<file path="src/rtl/osc_phase_seq.sv">
module osc_phase_seq (
  input  logic clk,
  input  logic rst_n,
  input  logic sync_mode,
  input  logic sync_in,
  input  logic dead_time,
  input  logic below_valley,
  input  logic below_mid,
  input  logic at_peak,
  input  logic pwm_latch,
  output logic chg_en,
  output logic dis_en,
  output logic reg_en,
  output logic sf,
  output logic vs
);

  logic cyc_q;
  logic chg_q;
  logic blank_q;
  logic sync_ok;
  logic chg_done;
  logic chg_start;

  assign sync_ok   = !sync_mode || sync_in;
  assign chg_done  = chg_q && (sync_mode ? (!below_mid && !sync_in) : at_peak);
  assign chg_start = cyc_q && sync_ok && dead_time;

  // cycle bit: reset has priority over set
  always_ff @(posedge clk) begin
    if (!rst_n)                       cyc_q <= 1'b0;
    else if (chg_done)                cyc_q <= 1'b0;
    else if (!cyc_q && below_valley)  cyc_q <= 1'b1;
  end

  // charge bit: shares the cycle bit's reset term
  always_ff @(posedge clk) begin
    if (!rst_n)          chg_q <= 1'b0;
    else if (chg_done)   chg_q <= 1'b0;
    else if (chg_start)  chg_q <= 1'b1;
  end

  // remembers a PWM set within the current cycle
  always_ff @(posedge clk) begin
    if (!rst_n)          blank_q <= 1'b0;
    else if (!cyc_q)     blank_q <= 1'b0;
    else if (pwm_latch)  blank_q <= 1'b1;
  end

  assign chg_en = chg_q;
  assign reg_en = cyc_q && !chg_q;
  assign dis_en = !cyc_q && !below_valley;
  assign sf     = chg_q && below_mid;
  assign vs     = sf && !pwm_latch && !blank_q;


  chg_needs_cyc_chk: assert property (@(posedge clk) disable iff (!rst_n)
    chg_en |-> !dis_en && !reg_en);


  chg_start_gate_chk: assert property (@(posedge clk) disable iff (!rst_n)
    $rose(chg_en) |-> $past(reg_en && dead_time && (!sync_mode || sync_in)));


  free_end_chk: assert property (@(posedge clk) disable iff (!rst_n)
    (chg_en && !sync_mode && at_peak) |=> (!chg_en && !reg_en));


  sync_end_chk: assert property (@(posedge clk) disable iff (!rst_n)
    (chg_en && sync_mode && !below_mid && !sync_in) |=> (!chg_en && !reg_en));


  vs_blank_chk: assert property (@(posedge clk) disable iff (!rst_n)
    ((chg_en || reg_en) && pwm_latch) |=> !vs);


  dead_hold_chk: assert property (@(posedge clk) disable iff (!rst_n)
    (reg_en && !dead_time) |=> !chg_en);

endmodule

</file>
<file path="config.mk">
export PLATFORM = sky130hd
export DESIGN_NAME = osc_phase_seq
export DESIGN_NICKNAME = d
export VERILOG_FILES = /design/src/rtl/osc_phase_seq.sv
export SDC_FILE = /design/constraint.sdc
export NUM_CORES = 1
export LEC_CHECK = 0
export BUFFER_PORTS_ARGS = -buffer_cell sky130_fd_sc_hd__buf_2
export CAP_MARGIN = 20
export CORE_AREA = 10 10 47 49
export DETAILED_ROUTE_END_ITERATION = 16
export DIE_AREA = 0 0 57 59
export HOLD_SLACK_MARGIN = 0.12
export PLACE_DENSITY = 0.37
export SETUP_SLACK_MARGIN = 0.1
export SYNTH_ARGS = -nofsm -noshare
export SYNTH_HDL_FRONTEND = slang
export SYNTH_SLANG_ARGS = --single-unit
</file>
<file path="constraint.sdc">
create_clock -name clk -period 0.8 [get_ports clk]
set_clock_uncertainty 0.1 [all_clocks]
set_input_delay 0 -clock clk [delete_from_list [all_inputs] [get_ports clk]]
set_output_delay 0 -clock clk [all_outputs]
set_load 0.005 [all_outputs]
</file>
* Word-level counts from Yosys, hierarchy flattened
Index checks and enable logic that the tools add are counted.
** Cells by class
- Reduce and logical (&&, ||, !) cells :: 21
- Multiplexer cells :: 1
- Bitwise logic cells :: 1
** Operators by type and width (number)
- $logic_and A1 B1 Y1 :: 10
- $logic_not A1 Y1 :: 8
- $reduce_and A2 Y1 :: 1
- $reduce_or A2 Y1 :: 1
- $logic_or A1 B1 Y1 :: 1
- $mux W1 :: 1
- $not A1 Y1 :: 1
** Word-level totals
- Bits in registers :: 3
- Output and inout bits :: 5
- Word-level logic and storage cells :: 26

* Depth between registers and ports, before layout
Gate-level depths: netlist of run 1.
- Word-level depth :: 5
- Depth in mapped cells :: 3
- Gate-level depth less buffers :: 3

* Least setup slack after synthesis of run 1
OpenSTA, ideal clock, no wires.
- Path type :: register to output
- Start :: reg chg_q, in the netlist chg_en
- End :: out vs
- Data required time :: 700 ps
- Buffers on the path :: 0
- Stages on the path, launching flop included :: 3
- Setup slack :: -28 ps
- Arrival :: 728 ps
- Cell sequence :: dfxtp_1 -> and2_2 -> nor3b_2
** On the way
- Longest elaborated chain between the ends :: 3
** RTL lines
- start, declared :: line 19 : logic chg_q;
- start signal, assigned :: line 38 : if (!rst_n) chg_q <= 1'b0;
- start signal, assigned :: line 39 : else if (chg_done) chg_q <= 1'b0;
- start signal, assigned :: line 40 : else if (chg_start) chg_q <= 1'b1;
- $logic_and A1 B1 Y1 :: line 53 : assign sf = chg_q && below_mid;
- named net sf :: line 14 : output logic sf,
- $logic_and A1 B1 Y1 (2 in a row) :: line 54 : assign vs = sf && !pwm_latch && !blank_q;
- end, declared :: line 15 : output logic vs
The timed path passes the listed nets, and every way through them passes these cells.

* Worst setup path after layout of run 1
- Start :: reg chg_q, in the netlist chg_en
- End :: reg chg_q, in the netlist chg_en
** On the way
- Longest elaborated chain between the ends :: 2
** RTL lines
- $logic_and A1 B1 Y1 :: line 26 : assign chg_done = chg_q && (sync_mode ? (!below_mid && !sync_in) : at_peak);
- $reduce_or A2 Y1 (no source line)
No other way between the ends.
A chain may end at the register's enable or synchronous reset.

==> run_results.csv, run 1 <==
group,metric,value,unit
setup_path,max_stage_delay,320,ps
synthesis,synth_top_flop_cell,"dfxtp_1",
outcome,failed_checks,"negative hold slack, negative setup slack",
synthesis,synth-async-reset-ratio,0,
die,die_y,59,um
synthesis,synthCells,16,
die,pin_count,14,
setup_path,cp.depth,4,
synthesis,syn-mean-instance-area,9.931,um2
die,die_x,57,um
place,portBuffers,13,
routing,final_antenna_net_count,0,
global_routing,grt_pass1_vias,241,
finish,drive_above_1_share,0.7368,
die,die_area,3363,um2
die,initial_utilization,0.1134,
die,core,1401,um2
place,placed_area,254.0,um2
synthesis,yosysTopAreaCellShare,0.3780,
timing,rsz0062_at_grt,"true",
timing,fin_ws,-271.1,ps
setup_path,path_max_fanout,3,
place,dp_cells,46,
routing,drt_iter0_drc,0,
place,place_congestion,0.6701,
timing,maxSlewHeadroom,0.9226,
power_and_ir_drop,p_clk_frac,0.485,
timing,final-hold-violation-count,3,
synthesis,synth_edf_count,0,
global_routing,grt_first_pass_wirelength,1097,um
timing,timing.fmax,0.9336,GHz
synthesis,ys_ff_latch,3,
finish,final_area,342.8,um2
setup_path,crit_type,"flop to flop",
setup_path,end_kind,"flop",
power_and_ir_drop,irDropWorstVdd,504.4,uV
power_and_ir_drop,power.internal,417.4,uW
timing,min_period_over_period,1.339,
synthesis,synth_most_common_cell,"dfxtp_1",
finish,syn_to_final_growth,115.7,%
synthesis,netlist_area,158.9,um2
clock_tree,clk_pin_slew,40,ps
timing,layout_min_cycle_time,1071,ps
synthesis,synth.distinct_cells,13,
power_and_ir_drop,p_switching,132.3,uW
setup_path,regToRegSetupSlack,-270,ps
timing,hold_slack,-69.30,ps
finish,antennaDiodeCount,0,
outcome,outcome,"finished with violations",
timing,worstMarginPinSlew,115.6,ps
setup_path,crit_chain,"buf_4, buf_6, nand4b_1, o22ai_1",
die,placementRows,14,
routing,routed_wl,685,um
setup_path,critPathLaunchType,"flop",
power_and_ir_drop,p_seq_frac,0.306,
timing,drv_slew,0,
clock_tree,cts_buffers,3,
setup_path,arrival,1130,ps
worst_hold_path,hold_path_depth,3,
global_routing,grt_usage,0.04276,
clock_tree,clock-sinks,3,
synthesis,synth_area_leaders,"dfxtp_1, mux2_4, nor3b_2",
routing,wl_per_cell,12.69,um
clock_tree,clockBufferDepth,2,
timing,setup_viol,7,
power_and_ir_drop,pwr_density_cell,1603,nW/um2
clock_tree,tritoncts,"yes",
finish,fin_cells,54,
clock_tree,htreeDepth,1,
synthesis,yosysWarnings,0,
clock_tree,worstSkewPairLatency,230,ps
routing,drc_errors,0,
finish,nNetsFinal,48,
setup_path,crit_required,860,ps
synthesis,synth_seq_area_share,0.3780,
global_routing,grt-ovfl-total,0,
setup_path,cp_top_family,"flip-flops",
setup_path,slowest_stage,"dfxtp_2",
power_and_ir_drop,power.leakage,0.0001764,uW
worst_hold_path,min_path_type,"input port to flop",
routing,route.vias.total,209,
routing,first_pass_iters,1,
synthesis,synth_area_leader_cell,"dfxtp_1",
power_and_ir_drop,power,549.7,uW
setup_path,r2r_cells,4,
global_routing,antenna_found_initial,0,
setup_path,critPathBufInv,2,
power_and_ir_drop,switching_share,0.2408,
synthesis,syn_nets,25,
global_routing,grt_max_degree,5,
clock_tree,cts_root_buf,"clkbuf_4",
power_and_ir_drop,comb_power_share,0.209,
run,maxCapViolCount,0,
synthesis,synth_common_cells,"dfxtp_1, nor2_1",
routing,viasPerCell,3.870,
==> cell usage in the layout (no fill, tap or decap) <==
master and count:
buf_2 11, buf_6 4, clkbuf_4 3, buf_4 3, nor2_1 2, dfxtp_2 2
and2_4 1, nor3b_2 1, mux2_4 1, o21ai_4 1, a21oi_2 1, and2b_1 1
nand4b_1 1, nand2_1 1, o22ai_1 1, o211a_1 1, nor2b_1 1, dfxtp_1 1
clkbuf_1 1
==> final cells by class <==
cell class | count | area, um2
flip-flops and latches | 3 | 62.56
clock buffers | 4 | 26.28
well taps | 16 | 20.02
fillers | 165 | 1059
multi-input cells | 13 | 111.4
repair buffers | 18 | 122.6
==> power groups by stage <==
stage	Clock (uW)	Sequential, uW	Combinational (uW)
floorplan	0	171	30.9
global placement	0	172	75.3
detailed placement	0	172	77.0
CTS	286	168	104
global route	298	169	127
finish	267	168	115
==> path summary, 6_finish.rpt <==
path,start,end
setup / recovery,chg_en$_SDFFE_PP0P_,chg_en$_SDFFE_PP0P_
hold / removal,rst_n,cyc_q$_SDFFE_PP0P_
setup reg to reg,chg_en$_SDFFE_PP0P_,chg_en$_SDFFE_PP0P_
hold reg to reg,blank_q$_SDFFE_PN0P_,blank_q$_SDFFE_PN0P_
==> what timing repair did <==
item,4_1_cts,5_1_grt
buffers inserted,3,1
pin swaps,2,1
endpoints found under the hold margin,3,3
setup endpoints to repair,8,8
gates resized for setup,5,2
==> cell families after synthesis <==
family | Yosys count | synth area share
mux | 1 | 0.09446
compound gates | 4 | 0.1890
flops | 3 | 0.3780
simple gates | 8 | 0.3386
==> worst register-to-register path: stages, from the launching register on <==
cell	delay, ps
dfxtp_2	320
buf_4	130
buf_6	110
nand4b_1	170
o22ai_1	170
==> stage by stage <==
stage	util	setup slack (ps)	TNS, ps
final	0.2446	-271.1	-1136
after global routing	0.2446	-342.9	-1468
after CTS	0.2313	-296.9	-1081
after detailed placement	0.1813	-89.52	-104.8
after global placement	0.1813	-51.19	-61.36
after floorplan	-	10.41	0
==> registers in the layout, summed over array words and instances (netlist names) <==
signal / count
blank_q: 1
chg_en: 1
cyc_q: 1
==> routing by layer <==
metal	part of all wire	GRT usage
met5	0	0
met4	0	0.03020
met2	0.49	0.05581
met1	0.38	0.04626
met3	0.12	0.03219
Note: power is estimated with default switching activity, not from simulation.
==> inputs of run 2 (changes only) <==
--- a/config.mk
+++ b/config.mk
@@ -10,6 +10,8 @@
 export CORE_AREA = 10 10 47 49
 export DETAILED_ROUTE_END_ITERATION = 16
 export DIE_AREA = 0 0 57 59
+export GPL_ROUTABILITY_DRIVEN = 0
+export GPL_TIMING_DRIVEN = 0
 export HOLD_SLACK_MARGIN = 0.12
 export PLACE_DENSITY = 0.37
 export SETUP_SLACK_MARGIN = 0.1
==> run_results.csv, run 2 (synthesized netlist as in run 1, its figures left out) <==
group,metric,value,unit
finish,syn_to_final_growth,100.0,%
timing,rsz0062_at_grt,"true",
worst_hold_path,min_path_type,"input port to flop",
setup_path,arrival,960,ps
power_and_ir_drop,p_clk_frac,0.517,
place,portBuffers,13,
power_and_ir_drop,switching_share,0.2534,
outcome,failed_checks,"negative hold slack, negative setup slack",
setup_path,end_kind,"output pin",
finish,antennaDiodeCount,0,
finish,fillCellCount,169,
die,die_area,3363,um2
run,maxCapViolCount,0,
routing,drc_errors,0,
timing,timing.fmax,0.9395,GHz
routing,wl_per_cell,11.77,um
setup_path,critPathLaunchType,"flop",
timing,fin_ws,-264.4,ps
timing,hold_slack,-86.97,ps
routing,routed_wl,612,um
power_and_ir_drop,power.leakage,0.0001634,uW
finish,final_common_cell,"buf_2",
clock_tree,clockBufferDepth,2,
timing,layout_min_cycle_time,1064,ps
clock_tree,htreeDepth,1,
power_and_ir_drop,p_switching,136.7,uW
global_routing,antenna_found_initial,0,
finish,drive_above_1_share,0.7500,
setup_path,path_max_fanout,2,
timing,min_period_over_period,1.331,
power_and_ir_drop,power.internal,402.8,uW
timing,final-hold-violation-count,3,
die,die_y,59,um
die,pin_count,14,
die,initial_utilization,0.1134,
finish,nNetsFinal,46,
setup_path,crit_type,"flop to output pin",
clock_tree,tritoncts,"yes",
power_and_ir_drop,irDropWorstVdd,579.1,uV
clock_tree,cts_buffers,3,
clock_tree,worstSkewPairLatency,240,ps
die,placementRows,14,
die,die_x,57,um
global_routing,grt-ovfl-total,0,
finish,final_cell_mix,"buf_2, clkbuf_4, dfxtp_4, buf_6, buf_4",
power_and_ir_drop,pwr_density_cell,1698,nW/um2
clock_tree,clk_pin_slew,50,ps
routing,drt_iter0_drc,5,
global_routing,grt_usage,0.04312,
outcome,outcome,"finished with violations",
setup_path,crit_required,700,ps
timing,drv_slew,0,
global_routing,grt_pass1_vias,233,
routing,final_antenna_net_count,0,
timing,setup_viol,7,
routing,viasPerCell,3.808,
power_and_ir_drop,p_seq_frac,0.305,
power_and_ir_drop,comb_power_share,0.179,
routing,route.vias.total,198,
global_routing,grt_first_pass_wirelength,1055,um
timing,maxSlewHeadroom,0.9054,
clock_tree,cts_root_buf,"clkbuf_4",
global_routing,grt_max_degree,6,
die,core,1401,um2
routing,first_pass_iters,2,
timing,worstMarginPinSlew,141.8,ps
clock_tree,clock-sinks,3,
finish,fin_util,0.2268,
run 2: worst paths after layout:
path	startpoint	endpoint	slack, ps	cells past startpoint
setup reg to reg	chg_en$_SDFFE_PP0P_	chg_en$_SDFFE_PP0P_	-180	3
hold reg to reg	blank_q$_SDFFE_PN0P_	blank_q$_SDFFE_PN0P_	400	1
setup / recovery	chg_en$_SDFFE_PP0P_	vs	-260	3
hold / removal	rst_n	cyc_q$_SDFFE_PP0P_	-90	3
run 2: layer usage:
metal | wire length, um | vias up | GRT usage
met2 | 259 | 12 | 0.05271
met1 | 251 | 88 | 0.04368
met5 | 0 | - | 0
met3 | 101 | 0 | 0.05579
li1 | - | 98 | -
met4 | 0 | 0 | 0.01007
run 2: worst max-delay path, cell delays in order, from the launching register on:
cell	delay (ps)
dfxtp_4	330
and2_4	130
nor3b_2	140
buf_2	130
run 2: layout make-up:
type                    instances  area [um2]  share of cell area
repair buffers                 16       97.59              0.3071
clock buffers                   4       26.28             0.08268
well taps                      16       20.02             0.06299
flip-flops and latches          3       67.56              0.2126
multi-input cells              13       106.4              0.3346
run 2: timing repair:
action	in CTS	in global routing
pin swaps	2	1
buffers inserted	3	0
resized for setup	6	1
endpoints found under the hold margin	3	3
setup endpoints to repair	8	8
run 2: power groups by stage:
stage	clock, uW	sequential (uW)	combinational (uW)
after floorplan	0	171	30.9
after global placement	0	173	70.9
after detailed placement	0	174	71.5
after CTS	290	164	96.7
after global routing	307	166	106
final	279	164	96.4
run 2: through the flow:
step                TNS (ps)  setup WS [ps]  total power (uW)  cell area, um2  instances
detailed placement    -86.37         -71.79             245.2           246.5         45
global placement      -89.09         -71.54             244.0           246.5         45
finish                 -1109         -264.4             539.5           317.8         52
global route           -1391         -343.2             578.9           317.8         52
CTS                    -1177         -269.4             550.7           315.3         52
floorplan                  0          10.41             201.8           161.4         16
